File: config.mk
export PLATFORM = sky130hd
export DESIGN_NAME = prio_group_mask
export DESIGN_NICKNAME = d
export VERILOG_FILES = /design/src/rtl/prio_grp_pkg.sv /design/src/rtl/bp_reg.sv /design/src/rtl/mask_gen.sv /design/src/rtl/prio_group_mask.sv
export SDC_FILE = /design/constraint.sdc
export NUM_CORES = 1
export LEC_CHECK = 0
export BUFFER_PORTS_ARGS = -buffer_cell sky130_fd_sc_hd__clkbuf_2
export CORE_ASPECT_RATIO = 1.4
export CORE_MARGIN = 8
export CORE_UTILIZATION = 45
export DETAILED_ROUTE_END_ITERATION = 16
export GPL_ROUTABILITY_DRIVEN = 0
export HOLD_SLACK_MARGIN = 0.05
export PLACE_DENSITY = 0.76
export RECOVER_POWER = 25
export SLEW_MARGIN = 20
export SYNTH_ARGS = -nofsm -noshare
export SYNTH_HDL_FRONTEND = slang
export SYNTH_SLANG_ARGS = --single-unit
File: constraint.sdc
create_clock -name clk_i -period 5.8 [get_ports clk_i]
set_input_delay 1.16 -clock clk_i [delete_from_list [all_inputs] [get_ports clk_i]]
set_output_delay 1.16 -clock clk_i [all_outputs]
set_load 0.01 [all_outputs]
File: src/rtl/prio_grp_pkg.sv
package prio_grp_pkg;
  typedef enum logic [1:0] {
    GRP_G0   = 2'd0,
    GRP_G1S  = 2'd1,
    GRP_G1NS = 2'd2,
    GRP_RSV  = 2'd3
  } grp_e;

  localparam int NUM_BP  = 5;
  localparam int REG_G0  = 0;
  localparam int REG_G1S = 1;
  localparam int REG_G1N = 2;
  localparam int REG_VG0 = 3;
  localparam int REG_VG1 = 4;

  // floor of each register; offset-rule registers sit one above
  function automatic int bp_floor(int idx, int min_p, int min_v);
    case (idx)
      REG_G0, REG_G1S: return min_p;
      REG_G1N:         return min_p + 1;
      REG_VG0:         return min_v;
      default:         return min_v + 1;
    endcase
  endfunction
endpackage

File: src/rtl/bp_reg.sv
module bp_reg #(
  parameter int BP_W = 3,
  parameter int MIN  = 0
) (
  input  logic            clk_i,
  input  logic            rst_ni,
  input  logic            we_i,
  input  logic [BP_W-1:0] d_i,
  output logic [BP_W-1:0] q_o
);
  localparam logic [BP_W-1:0] MinV = BP_W'(MIN);

  logic [BP_W-1:0] clamped;
  assign clamped = (d_i < MinV) ? MinV : d_i;

  always_ff @(posedge clk_i or negedge rst_ni) begin
    if (!rst_ni)   q_o <= MinV;
    else if (we_i) q_o <= clamped;
  end


  floor_chk: assert property (@(posedge clk_i) disable iff (!rst_ni)
    q_o >= MinV);

  wr_pass_chk: assert property (@(posedge clk_i) disable iff (!rst_ni)
    (we_i && d_i >= MinV) |=> q_o == $past(d_i));

  hold_chk: assert property (@(posedge clk_i) disable iff (!rst_ni)
    !we_i |=> $stable(q_o));
endmodule

File: src/rtl/mask_gen.sv
module mask_gen
  import prio_grp_pkg::*;
#(
  parameter int PRIO_W = 8,
  parameter int BP_W   = 3
) (
  input  logic [NUM_BP-1:0][BP_W-1:0] bp_i,
  input  logic                        virt_i,
  input  grp_e                        grp_i,
  input  logic                        cbpr_s_i,
  input  logic                        cbpr_ns_i,
  input  logic                        vcbpr_i,
  output logic [PRIO_W-1:0]           mask_o
);
  logic [BP_W-1:0] bp_sel;
  logic            offs;
  logic            valid;
  logic [BP_W:0]   shamt;

  always_comb begin
    bp_sel = bp_i[REG_G0];
    offs   = 1'b0;
    valid  = 1'b1;
    if (virt_i) begin
      if (grp_i == GRP_G0 || vcbpr_i) bp_sel = bp_i[REG_VG0];
      else begin
        bp_sel = bp_i[REG_VG1];
        offs   = 1'b1;
      end
    end else begin
      unique case (grp_i)
        GRP_G0:   bp_sel = bp_i[REG_G0];
        GRP_G1S:  bp_sel = cbpr_s_i ? bp_i[REG_G0] : bp_i[REG_G1S];
        GRP_G1NS: begin
          bp_sel = cbpr_ns_i ? bp_i[REG_G0] : bp_i[REG_G1N];
          offs   = !cbpr_ns_i;
        end
        default:  valid = 1'b0;
      endcase
    end
  end

  // offset registers are floored at >=1, so no underflow
  assign shamt  = {1'b0, bp_sel} - {{BP_W{1'b0}}, offs} + 1'b1;
  assign mask_o = valid ? ({PRIO_W{1'b1}} << shamt) : '0;
endmodule

File: src/rtl/prio_group_mask.sv
module prio_group_mask
  import prio_grp_pkg::*;
#(
  parameter int PRIO_W  = 8,
  parameter int MIN_BP  = 0,
  parameter int MIN_VBP = 0
) (
  input  logic              clk_i,
  input  logic              rst_ni,
  input  logic              wr_en_i,
  input  logic              wr_virt_i,
  input  logic [1:0]        wr_grp_i,
  input  logic [PRIO_W-1:0] wr_data_i,
  input  logic              cbpr_s_i,
  input  logic              cbpr_ns_i,
  input  logic              vcbpr_i,
  input  logic              req_virt_i,
  input  logic [1:0]        req_grp_i,
  output logic [PRIO_W-1:0] mask_o
);
  localparam int BP_W = $clog2(PRIO_W);

  logic [NUM_BP-1:0]           we;
  logic [NUM_BP-1:0][BP_W-1:0] bp_q;

  always_comb begin
    we = '0;
    if (wr_en_i) begin
      if (wr_virt_i) begin
        if (wr_grp_i == GRP_G0) we[REG_VG0] = 1'b1;
        else                    we[REG_VG1] = 1'b1;
      end else if (wr_grp_i != GRP_RSV) begin
        we[wr_grp_i] = 1'b1;
      end
    end
  end

  for (genvar i = 0; i < NUM_BP; i++) begin : g_bp
    bp_reg #(
      .BP_W(BP_W),
      .MIN (bp_floor(i, MIN_BP, MIN_VBP))
    ) u_reg (
      .clk_i (clk_i),
      .rst_ni(rst_ni),
      .we_i  (we[i]),
      .d_i   (wr_data_i[BP_W-1:0]),
      .q_o   (bp_q[i])
    );
  end

  mask_gen #(
    .PRIO_W(PRIO_W),
    .BP_W  (BP_W)
  ) u_mask (
    .bp_i     (bp_q),
    .virt_i   (req_virt_i),
    .grp_i    (grp_e'(req_grp_i)),
    .cbpr_s_i (cbpr_s_i),
    .cbpr_ns_i(cbpr_ns_i),
    .vcbpr_i  (vcbpr_i),
    .mask_o   (mask_o)
  );

  logic [PRIO_W-1:0] inv_m, inv_p1;
  assign inv_m  = ~mask_o;
  assign inv_p1 = inv_m + PRIO_W'(1);


  mask_contig_chk: assert property (@(posedge clk_i) disable iff (!rst_ni)
    (inv_m & inv_p1) == '0);

  ns_top_chk: assert property (@(posedge clk_i) disable iff (!rst_ni)
    (!req_virt_i && req_grp_i == GRP_G1NS && !cbpr_ns_i) |-> mask_o[PRIO_W-1]);

  g0_lsb_chk: assert property (@(posedge clk_i) disable iff (!rst_ni)
    (!req_virt_i && req_grp_i == GRP_G0) |-> !mask_o[0]);

  rsv_zero_chk: assert property (@(posedge clk_i) disable iff (!rst_ni)
    (!req_virt_i && req_grp_i == GRP_RSV) |-> mask_o == '0);
endmodule

==> results of run 1 <==
path summary, 6_finish.rpt:
kind                       cells after the start                    to                  from  slack (ns)
max in group asynchronous                      1  g_bp[0].u_reg.q_o[1]                rst_ni        4.39
min                                            2  g_bp[4].u_reg.q_o[0]  g_bp[4].u_reg.q_o[0]        0.50
min reg2reg                                    2  g_bp[4].u_reg.q_o[0]  g_bp[4].u_reg.q_o[0]        0.50
min in group asynchronous                      1  g_bp[1].u_reg.q_o[0]                rst_ni        0.92
max reg2reg                                    2  g_bp[2].u_reg.q_o[0]  g_bp[2].u_reg.q_o[0]        5.00
max                                           14             mask_o[2]          req_grp_i[0]        0.47
cell type report:
type / instances / area share
Inverter: 4 / 0.0113
Clock buffer: 4 / 0.0198
Timing Repair Buffer: 22 / 0.0819
Sequential cell: 15 / 0.284
Tap cell: 36 / 0.0339
Multi-Input combinational cell: 94 / 0.569
worst max-delay path: stages:
cell and delay, ns:
clkbuf_2 0.10, inv_1 0.08, ha_1 0.34, a21bo_2 0.27, a21o_2 0.18, a221oi_1 0.25, a21oi_1 0.10, ha_1 0.21
nand3_1 0.09, ha_1 0.30, or3_1 0.45, a41o_1 0.23, a311oi_1 0.22, clkbuf_2 0.18
placed cells by master, fill, tap and decap left out, types with 3 or more instances in the layout:
| cell type | instances |
|---|---|
| dfrtp_1 | 13 |
| nor2b_1 | 4 |
| or3_1 | 3 |
| ha_1 | 9 |
| nor2_1 | 8 |
| inv_1 | 4 |
| a32o_1 | 3 |
| a21oi_1 | 4 |
| clkbuf_4 | 3 |
| nand2_1 | 4 |
| mux2_2 | 14 |
| a221oi_1 | 3 |
| clkbuf_2 | 21 |
| o21ai_0 | 4 |
| nor3_1 | 6 |
| nor3b_1 | 3 |
metal layers:
metal	vias to the layer above	global-route usage
li1	492	-
met1	465	0.130
met2	38	0.227
met3	5	0.0186
met4	0	0.0577
met5	-	0
power by group through the flow:
stage	sequential (mW)	combinational, mW	clock (mW)
final	0.140	0.149	0.0587
after global routing	0.143	0.163	0.0646
after CTS	0.140	0.148	0.0603
after detailed placement	0.142	0.147	0
after global placement	0.142	0.141	0
after floorplan	0.138	0.104	0
cell families (layout without fill, tap and decap cells):
group,count (synthesis),in the layout
simple gates,41,41
fa+ha+maj,9,9
mux,16,16
compound gates,28,28
buf+inv,7,30
flops,15,15
==> results.py, run 1 <==
metrics = {
    "final_layout": {
        "fin_nets": 169,
        "fillers": 266,
        "drive_gt1_frac": 0.338,
        "stdcell_area_sq_um": 1330,
        "diodes": 0,
        "top_register": "g_bp.u_reg.q_o",
        "utilization": 0.525,
        "multi_input_area_sq_um": 756,
        "top_regs": "g_bp.u_reg.q_o: 15 flops",
        "fin_cells": 175,
        "area_growth_pct": 14.4,
        "regArea_sq_um": 378,
        "largest_register_ffs": 15,
    },
    "yosys": {
        "yosys_warnings": 0,
        "yosys.area.top_type": "dfrtp_1",
        "synth_flop_cell": "dfrtp_1",
        "synthXorXnorAreaFrac": 0,
        "synth_top_family_by_area": "simple AND/OR/NAND/NOR gates",
        "avgSynthCellArea_sq_um": 10.0,
        "yosys_register_bits": 15,
        "synth_cell_type_count": 42,
        "synth_edf_count": 0,
        "ys_seq_area_frac": 0.325,
        "yosys-top-cells-count": "14 x mux2_2, 13 x dfrtp_1, 9 x ha_1",
        "synth_area_sq_um": 1160,
        "synth-compound-area-share": 0.190,
        "syn_inst": 116,
        "synth.area.top_cells": "dfrtp_1 28%, mux2_2 14%, ha_1 9.7%, dfstp_2 4.5%, a32o_1 2.6%",
        "async_flop_share": 1.00,
        "syn_nets": 145,
        "synth_adder_area_share": 0.0970,
        "synth.area.mux_share": 0.153,
        "synth_top_area_frac": 0.280,
        "post-synth-top-count-cell": "mux2_2",
        "yosys.area_share.simple": 0.211,
    },
    "power_and_ir_drop": {
        "p_int_mw": 0.225,
        "leakage_nw": 0.602,
        "p_total_mw": 0.348,
        "clock_power_share": 0.169,
        "powerDensity_nw_per_um2": 262,
        "p_comb_frac": 0.427,
        "p_sw_frac": 0.355,
        "irDropWorstVdd_mv": 0.160,
        "switchingPower_mw": 0.123,
        "p_seq_frac": 0.404,
    },
    "placed_design": {
        "dp_slack_ns": 0.452,
        "port_buffers": 22,
        "dpl.cell_count": 171,
        "dpl_cell_area_sq_um": 1300,
        "dp_hpwl_microns": 2220,
    },
    "timing": {
        "setup_violations": 0,
        "setup_ws_ns": 0.472,
        "fin_tns_setup_ns": 0,
        "fin_skew_ns": 0,
        "relSlewSlack": 0.479,
        "drv_slew": 0,
        "fin_crit_ns": 5.33,
        "post-route-period-util": 0.919,
        "rsz0062_at_grt": "no",
        "hold_viol_final": 0,
        "max_slew.worst_pin.slew_ns": 0.781,
        "whs_ns": 0.496,
        "maxClockFrequency_mhz": 188,
    },
    "clock_tree": {
        "post_cts_buffers": 0,
        "cts.sinks": 15,
        "cts-root-buf": "clkbuf_4",
        "clock_path_buffers": 2,
        "hold_buffers": 0,
        "cts_tree": "yes",
        "clk_latency_ns": 0.28,
        "htree_levels": 1,
        "clk_pin_slew_worst_paths_ns": 0.08,
        "numCtsBuffers": 3,
        "cts-resized-gates": 0,
    },
    "global_routing": {
        "track_usage": 0.124,
        "first_global_vias": 1044,
        "grt_first_pass_wirelength_microns": 4510,
        "gr-total-overflow": 0,
        "grt_max_degree": 18,
        "antenna_found_initial": 0,
    },
    "hold_path": {
        "hold_path_class": "flop to flop",
    },
    "critical_path": {
        "critPathKind": "input port to output pin",
        "cp.arrival_ns": 4.17,
        "cp-end-kind": "output pin",
        "crit_fanout": 5,
        "startpoint_type": "input port",
        "cp.required_ns": 4.64,
    },
    "floorplan": {
        "row_count": 22,
        "core_sq_um": 2530,
        "die_h_microns": 76.1,
        "die-area_sq_um": 4480,
        "initial_core_util": 0.458,
        "pin_count": 28,
        "die_w_microns": 58.9,
    },
    "run": {
        "max_cap_viol_count": 0,
    },
    "routing": {
        "route.met3.wl_microns": 163,
        "detail-route-antenna-nets": 0,
        "m1WireLength_microns": 1090,
        "via_per_inst": 5.71,
        "drt_iter0_markers": 51,
        "dr_wl_met2_microns": 1400,
        "drcViolationCount": 0,
        "dr.pass1.iters": 4,
        "wl_microns": 2700,
        "highest_layer": "met4",
        "vias": 1000,
        "wl_per_cell_microns": 15.4,
    },
    "run_status": {
        "status": "finished clean",
    },
}
No activity file was read; power rests on OpenSTA's default activity.
==> run 2: changes to the inputs <==
Settings changed: REMOVE_ABC_BUFFERS from default to 1.
==> run 2 against run 1 <==
Register-to-register slack improved by 0.02 ns; sequential cell count unchanged; critical path depth unchanged; first-iteration DRC count decreased by 39%; sequential share of layout area unchanged; total power decreased by 0.57%; design area unchanged; routed wire length unchanged; utilization unchanged; sequential power about the same; count of clock-buffer cells in the layout unchanged; maximum frequency about the same; critical path type unchanged.
==> results.py, run 2 (synthesis gave the netlist of run 1 again) <==
metrics = {
    "final_layout": {
        "drive_gt1_frac": 0.338,
        "fin_cells": 175,
        "top_regs": "g_bp.u_reg.q_o: 15 flops",
        "final_cell_mix": "21 x clkbuf_2, 14 x mux2_2, 13 x dfrtp_1",
        "largest_register_ffs": 15,
        "mostFrequentLayoutCell": "clkbuf_2",
        "multi_input_area_sq_um": 756,
        "fin_nets": 169,
        "top_register": "g_bp.u_reg.q_o",
        "regArea_sq_um": 378,
        "diodes": 0,
        "fillers": 249,
        "area_growth_pct": 14.4,
    },
    "routing": {
        "vias": 997,
        "dr_wl_met2_microns": 1400,
        "drcViolationCount": 0,
        "detail-route-antenna-nets": 0,
        "wl_microns": 2700,
        "dr.pass1.iters": 4,
        "highest_layer": "met4",
        "via_per_inst": 5.70,
        "m1WireLength_microns": 1060,
        "wl_per_cell_microns": 15.4,
        "drt_iter0_markers": 31,
        "route.met3.wl_microns": 164,
    },
    "critical_path": {
        "startpoint_type": "input port",
        "crit_fanout": 5,
        "cp.arrival_ns": 4.17,
        "crit_slowest_cell": "or3_1",
        "path_cells": "clkbuf_2 -> inv_1 -> ha_1 -> a21bo_2 -> a21o_2 -> a221oi_1 -> a21oi_1 -> ha_1 -> nand3_1 -> ha_1 -> or3_1 -> a41o_1 -> a311oi_1 -> clkbuf_2",
        "slowest_delay_ns": 0.45,
        "worst_path_most_repeated_cell": "ha_1",
        "critPathKind": "input port to output pin",
        "cp.required_ns": 4.64,
        "cp-end-kind": "output pin",
    },
    "floorplan": {
        "die_h_microns": 76.1,
        "pin_count": 28,
        "die-area_sq_um": 4480,
        "core_sq_um": 2530,
        "initial_core_util": 0.458,
        "row_count": 22,
        "die_w_microns": 58.9,
    },
    "timing": {
        "setup_violations": 0,
        "rsz0062_at_grt": "no",
        "relSlewSlack": 0.488,
        "whs_ns": 0.488,
        "fin_crit_ns": 5.33,
        "post-route-period-util": 0.919,
        "max_slew.worst_pin.slew_ns": 0.769,
        "hold_viol_final": 0,
        "drv_slew": 0,
        "fin_skew_ns": 0,
        "fin_tns_setup_ns": 0,
        "maxClockFrequency_mhz": 188,
    },
    "clock_tree": {
        "cts-resized-gates": 0,
        "htree_levels": 1,
        "clock_path_buffers": 2,
        "clk_latency_ns": 0.28,
        "numCtsBuffers": 3,
        "cts.sinks": 15,
        "clk_pin_slew_worst_paths_ns": 0.08,
        "cts-root-buf": "clkbuf_4",
        "post_cts_buffers": 0,
        "hold_buffers": 0,
        "cts_tree": "yes",
    },
    "hold_path": {
        "hold_path_class": "flop to flop",
    },
    "power_and_ir_drop": {
        "p_comb_frac": 0.425,
        "p_seq_frac": 0.407,
        "leakage_nw": 0.602,
        "irDropWorstVdd_mv": 0.145,
        "switchingPower_mw": 0.121,
        "p_sw_frac": 0.351,
        "powerDensity_nw_per_um2": 260,
        "p_int_mw": 0.224,
        "clock_power_share": 0.168,
    },
    "global_routing": {
        "first_global_vias": 1063,
        "gr-total-overflow": 0,
        "grt_first_pass_wirelength_microns": 4640,
        "track_usage": 0.127,
        "grt_max_degree": 18,
        "antenna_found_initial": 0,
    },
    "run": {
        "max_cap_viol_count": 0,
    },
    "placed_design": {
        "port_buffers": 22,
        "dpl.cell_count": 171,
        "dp_hpwl_microns": 2230,
    },
    "run_status": {
        "status": "finished clean",
    },
}
==> run 2: cell counts in the layout (fill, tap and decap cells not counted) <==
No cell type changed its count.
==> run 2: area by class of cell <==
cell class	instances	share of cell area
clock buffers	4	0.0198
inverters	4	0.0113
multi-input cells	94	0.569
flip-flops and latches	15	0.284
well taps	36	0.0339
repair buffers	22	0.0819
==> run 2: per-stage QoR <==
step / power (mW) / area, sq um / worst slack, ns / utilization
2_1_floorplan: 0.241 / 1150 / 0.884 / -
3_3_place_gp: 0.283 / 1300 / 0.566 / 0.515
3_5_place_dp: 0.289 / 1300 / 0.462 / 0.515
4_1_cts: 0.349 / 1330 / 0.457 / 0.525
5_1_grt: 0.371 / 1330 / 0.257 / 0.525
6_report: 0.346 / 1330 / 0.468 / 0.525
==> run 2: per-layer routing <==
layer  vias up  global-route usage
li1        488                   -
met2        35               0.224
met5         -                   0
met3         7              0.0304
met4         0              0.0673
met1       467               0.131
==> run 2: worst paths after layout <==
kind / start / endpoint / slack [ns] / cells after the start
worst max-delay path: req_grp_i[1] / mask_o[2] / 0.47 / 14
worst min-delay path: g_bp[4].u_reg.q_o[0] / g_bp[4].u_reg.q_o[0] / 0.49 / 2
worst max register to register: g_bp[0].u_reg.q_o[1] / g_bp[0].u_reg.q_o[1] / 5.02 / 1
worst min register to register: g_bp[4].u_reg.q_o[0] / g_bp[4].u_reg.q_o[0] / 0.49 / 2
max in group asynchronous: rst_ni / g_bp[3].u_reg.q_o[1] / 4.41 / 1
min in group asynchronous: rst_ni / g_bp[2].u_reg.q_o[2] / 0.92 / 1
==> run 2: power by group through the flow <==
stage                     clock network (mW)  logic [mW]  registers [mW]
after floorplan                            0       0.103           0.138
after global placement                     0       0.141           0.142
after detailed placement                   0       0.146           0.143
after CTS                             0.0608       0.147           0.141
after global routing                  0.0649       0.163           0.143
final                                 0.0582       0.147           0.141
==> run 2: critical path, delay by kind of cell <==
kind | cells | cell delay, ns
buf+inv | 3 | 0.38
simple gates | 2 | 0.53
compound gates | 6 | 1.27
fa+ha+maj | 3 | 0.84
==> run 3: changes to the inputs <==
Settings changed: CELL_PAD_IN_SITES_DETAIL_PLACEMENT from default to 1, CELL_PAD_IN_SITES_GLOBAL_PLACEMENT from default to 1, CORE_UTILIZATION 45 to 43, PLACE_DENSITY 0.76 to 0.9.
==> run 3 against run 2 <==
Worst hold slack better by 0.018 ns; count of clock-buffer cells in the layout stayed put; design area stayed put; routed wire length is 17% higher; non-clock buffer count stayed put; combinational power is 3% higher; utilization is 1.1 points lower; clock power is 0.7% lower; largest power group unchanged.
==> results.py, run 3 (synthesis gave the netlist of run 1 again) <==
metrics = {
    "final_layout": {
        "final_cell_mix": "21 x clkbuf_2, 14 x mux2_2, 13 x dfrtp_1",
        "top_register": "g_bp.u_reg.q_o",
        "top_regs": "g_bp.u_reg.q_o: 15 flops",
        "drive_gt1_frac": 0.338,
        "mostFrequentLayoutCell": "clkbuf_2",
        "fillers": 321,
        "stdcell_area_sq_um": 1330,
        "largest_register_ffs": 15,
        "area_growth_pct": 14.4,
        "diodes": 0,
        "fin_nets": 169,
        "fin_cells": 175,
    },
    "clock_tree": {
        "clk_pin_slew_worst_paths_ns": 0.08,
        "clock_path_buffers": 2,
        "cts-resized-gates": 0,
        "clk_latency_ns": 0.27,
        "htree_levels": 1,
        "post_cts_buffers": 0,
        "numCtsBuffers": 3,
        "cts-root-buf": "clkbuf_4",
        "cts_tree": "yes",
        "cts.sinks": 15,
        "hold_buffers": 0,
    },
    "critical_path": {
        "crit_family": "compound AO/OA/AOI/OAI gates",
        "cp-end-kind": "output pin",
        "r2r.worst_path.cells": 2,
        "critPathKind": "input port to output pin",
        "crit_fanout": 5,
        "ff2ff_setup_slack_ns": 5.00,
        "cp.arrival_ns": 4.22,
        "worstReg2RegStart": "g_bp[2].u_reg.q_o[0]",
        "r2r-end": "g_bp[2].u_reg.q_o[0]",
        "cp.required_ns": 4.64,
        "startpoint_type": "input port",
        "crit_slowest_cell": "or3_1",
        "crit_buf_inv": 3,
        "worst_path_most_repeated_cell": "ha_1",
        "path_cells": "clkbuf_2 -> inv_1 -> ha_1 -> a21bo_2 -> a21o_2 -> a221oi_1 -> a21oi_1 -> ha_1 -> nand3_1 -> ha_1 -> or3_1 -> a41o_1 -> a311oi_1 -> clkbuf_2",
        "slowest_delay_ns": 0.45,
    },
    "timing": {
        "whs_ns": 0.506,
        "relSlewSlack": 0.455,
        "hold_viol_final": 0,
        "max_slew.worst_pin.slew_ns": 0.817,
        "fin_skew_ns": 0,
        "post-route-period-util": 0.927,
        "maxClockFrequency_mhz": 186,
        "setup_violations": 0,
        "rsz0062_at_grt": "no",
        "fin_crit_ns": 5.38,
        "fin_tns_setup_ns": 0,
        "drv_slew": 0,
    },
    "global_routing": {
        "gr-total-overflow": 0,
        "antenna_found_initial": 0,
        "grt_max_degree": 18,
        "first_global_vias": 1151,
        "track_usage": 0.140,
        "grt_first_pass_wirelength_microns": 5210,
    },
    "floorplan": {
        "die_w_microns": 59.9,
        "pin_count": 28,
        "core_sq_um": 2590,
        "die_h_microns": 77.5,
        "initial_core_util": 0.449,
        "row_count": 22,
        "die-area_sq_um": 4640,
    },
    "placed_design": {
        "port_buffers": 22,
        "dp_hpwl_microns": 2630,
        "dpl.cell_count": 171,
        "dpl_cell_area_sq_um": 1300,
    },
    "routing": {
        "dr.pass1.iters": 4,
        "drt_iter0_markers": 40,
        "wl_per_cell_microns": 18.1,
        "drcViolationCount": 0,
        "vias": 1034,
        "via_per_inst": 5.91,
        "wl_microns": 3160,
        "detail-route-antenna-nets": 0,
    },
    "power_and_ir_drop": {
        "p_total_mw": 0.350,
        "powerDensity_nw_per_um2": 263,
        "leakage_nw": 0.602,
        "irDropWorstVdd_mv": 0.148,
    },
    "run": {
        "max_cap_viol_count": 0,
    },
    "hold_path": {
        "hold_path_class": "flop to flop",
        "hold_start": "g_bp[4].u_reg.q_o[1]",
        "min_to": "g_bp[4].u_reg.q_o[1]",
        "hold_depth": 1,
    },
    "run_status": {
        "status": "finished clean",
    },
}
## run 3: worst max path at each step
| stage | start | slack, ns | end | cells past startpoint |
|---|---|---|---|---|
| after global placement | req_grp_i[0] | 0.55 | mask_o[2] | 14 |
| after CTS | req_grp_i[0] | 0.40 | mask_o[2] | 14 |
| after floorplan | req_grp_i[0] | 0.88 | mask_o[2] | 12 |
| after global routing | req_grp_i[0] | 0.28 | mask_o[2] | 14 |
| after detailed placement | req_grp_i[0] | 0.41 | mask_o[2] | 14 |
| final | req_grp_i[0] | 0.42 | mask_o[2] | 14 |
## run 3: where the power goes
part	internal (mW)	switching [mW]	total, mW
sequential	0.128	0.0131	0.141
clock	0.0266	0.0312	0.0578
combinational	0.0694	0.0814	0.151
total	0.224	0.126	0.350
## run 3: metal layers
metal  wire (microns)  up-vias  share of wire  global-route usage
li1                 -      491              -                   -
met1             1240      502           0.39               0.147
met2             1720       33           0.54               0.259
met3              140        8          0.044              0.0231
met4               64        0          0.020              0.0552
met5                0        -              0                   0
## run 3: area by class of cell
class                   instances  area, sq um  share of cell area
multi-input cells              94          756               0.569
inverters                       4         15.0              0.0113
well taps                      36         45.0              0.0339
clock buffers                   4         26.3              0.0198
flip-flops and latches         15          378               0.284
repair buffers                 22          109              0.0819
## run 3: per-stage QoR
stage / util / worst slack [ns]
finish: 0.514 / 0.424
global route: 0.514 / 0.280
CTS: 0.514 / 0.399
detailed placement: 0.504 / 0.407
global placement: 0.504 / 0.546
floorplan: - / 0.884
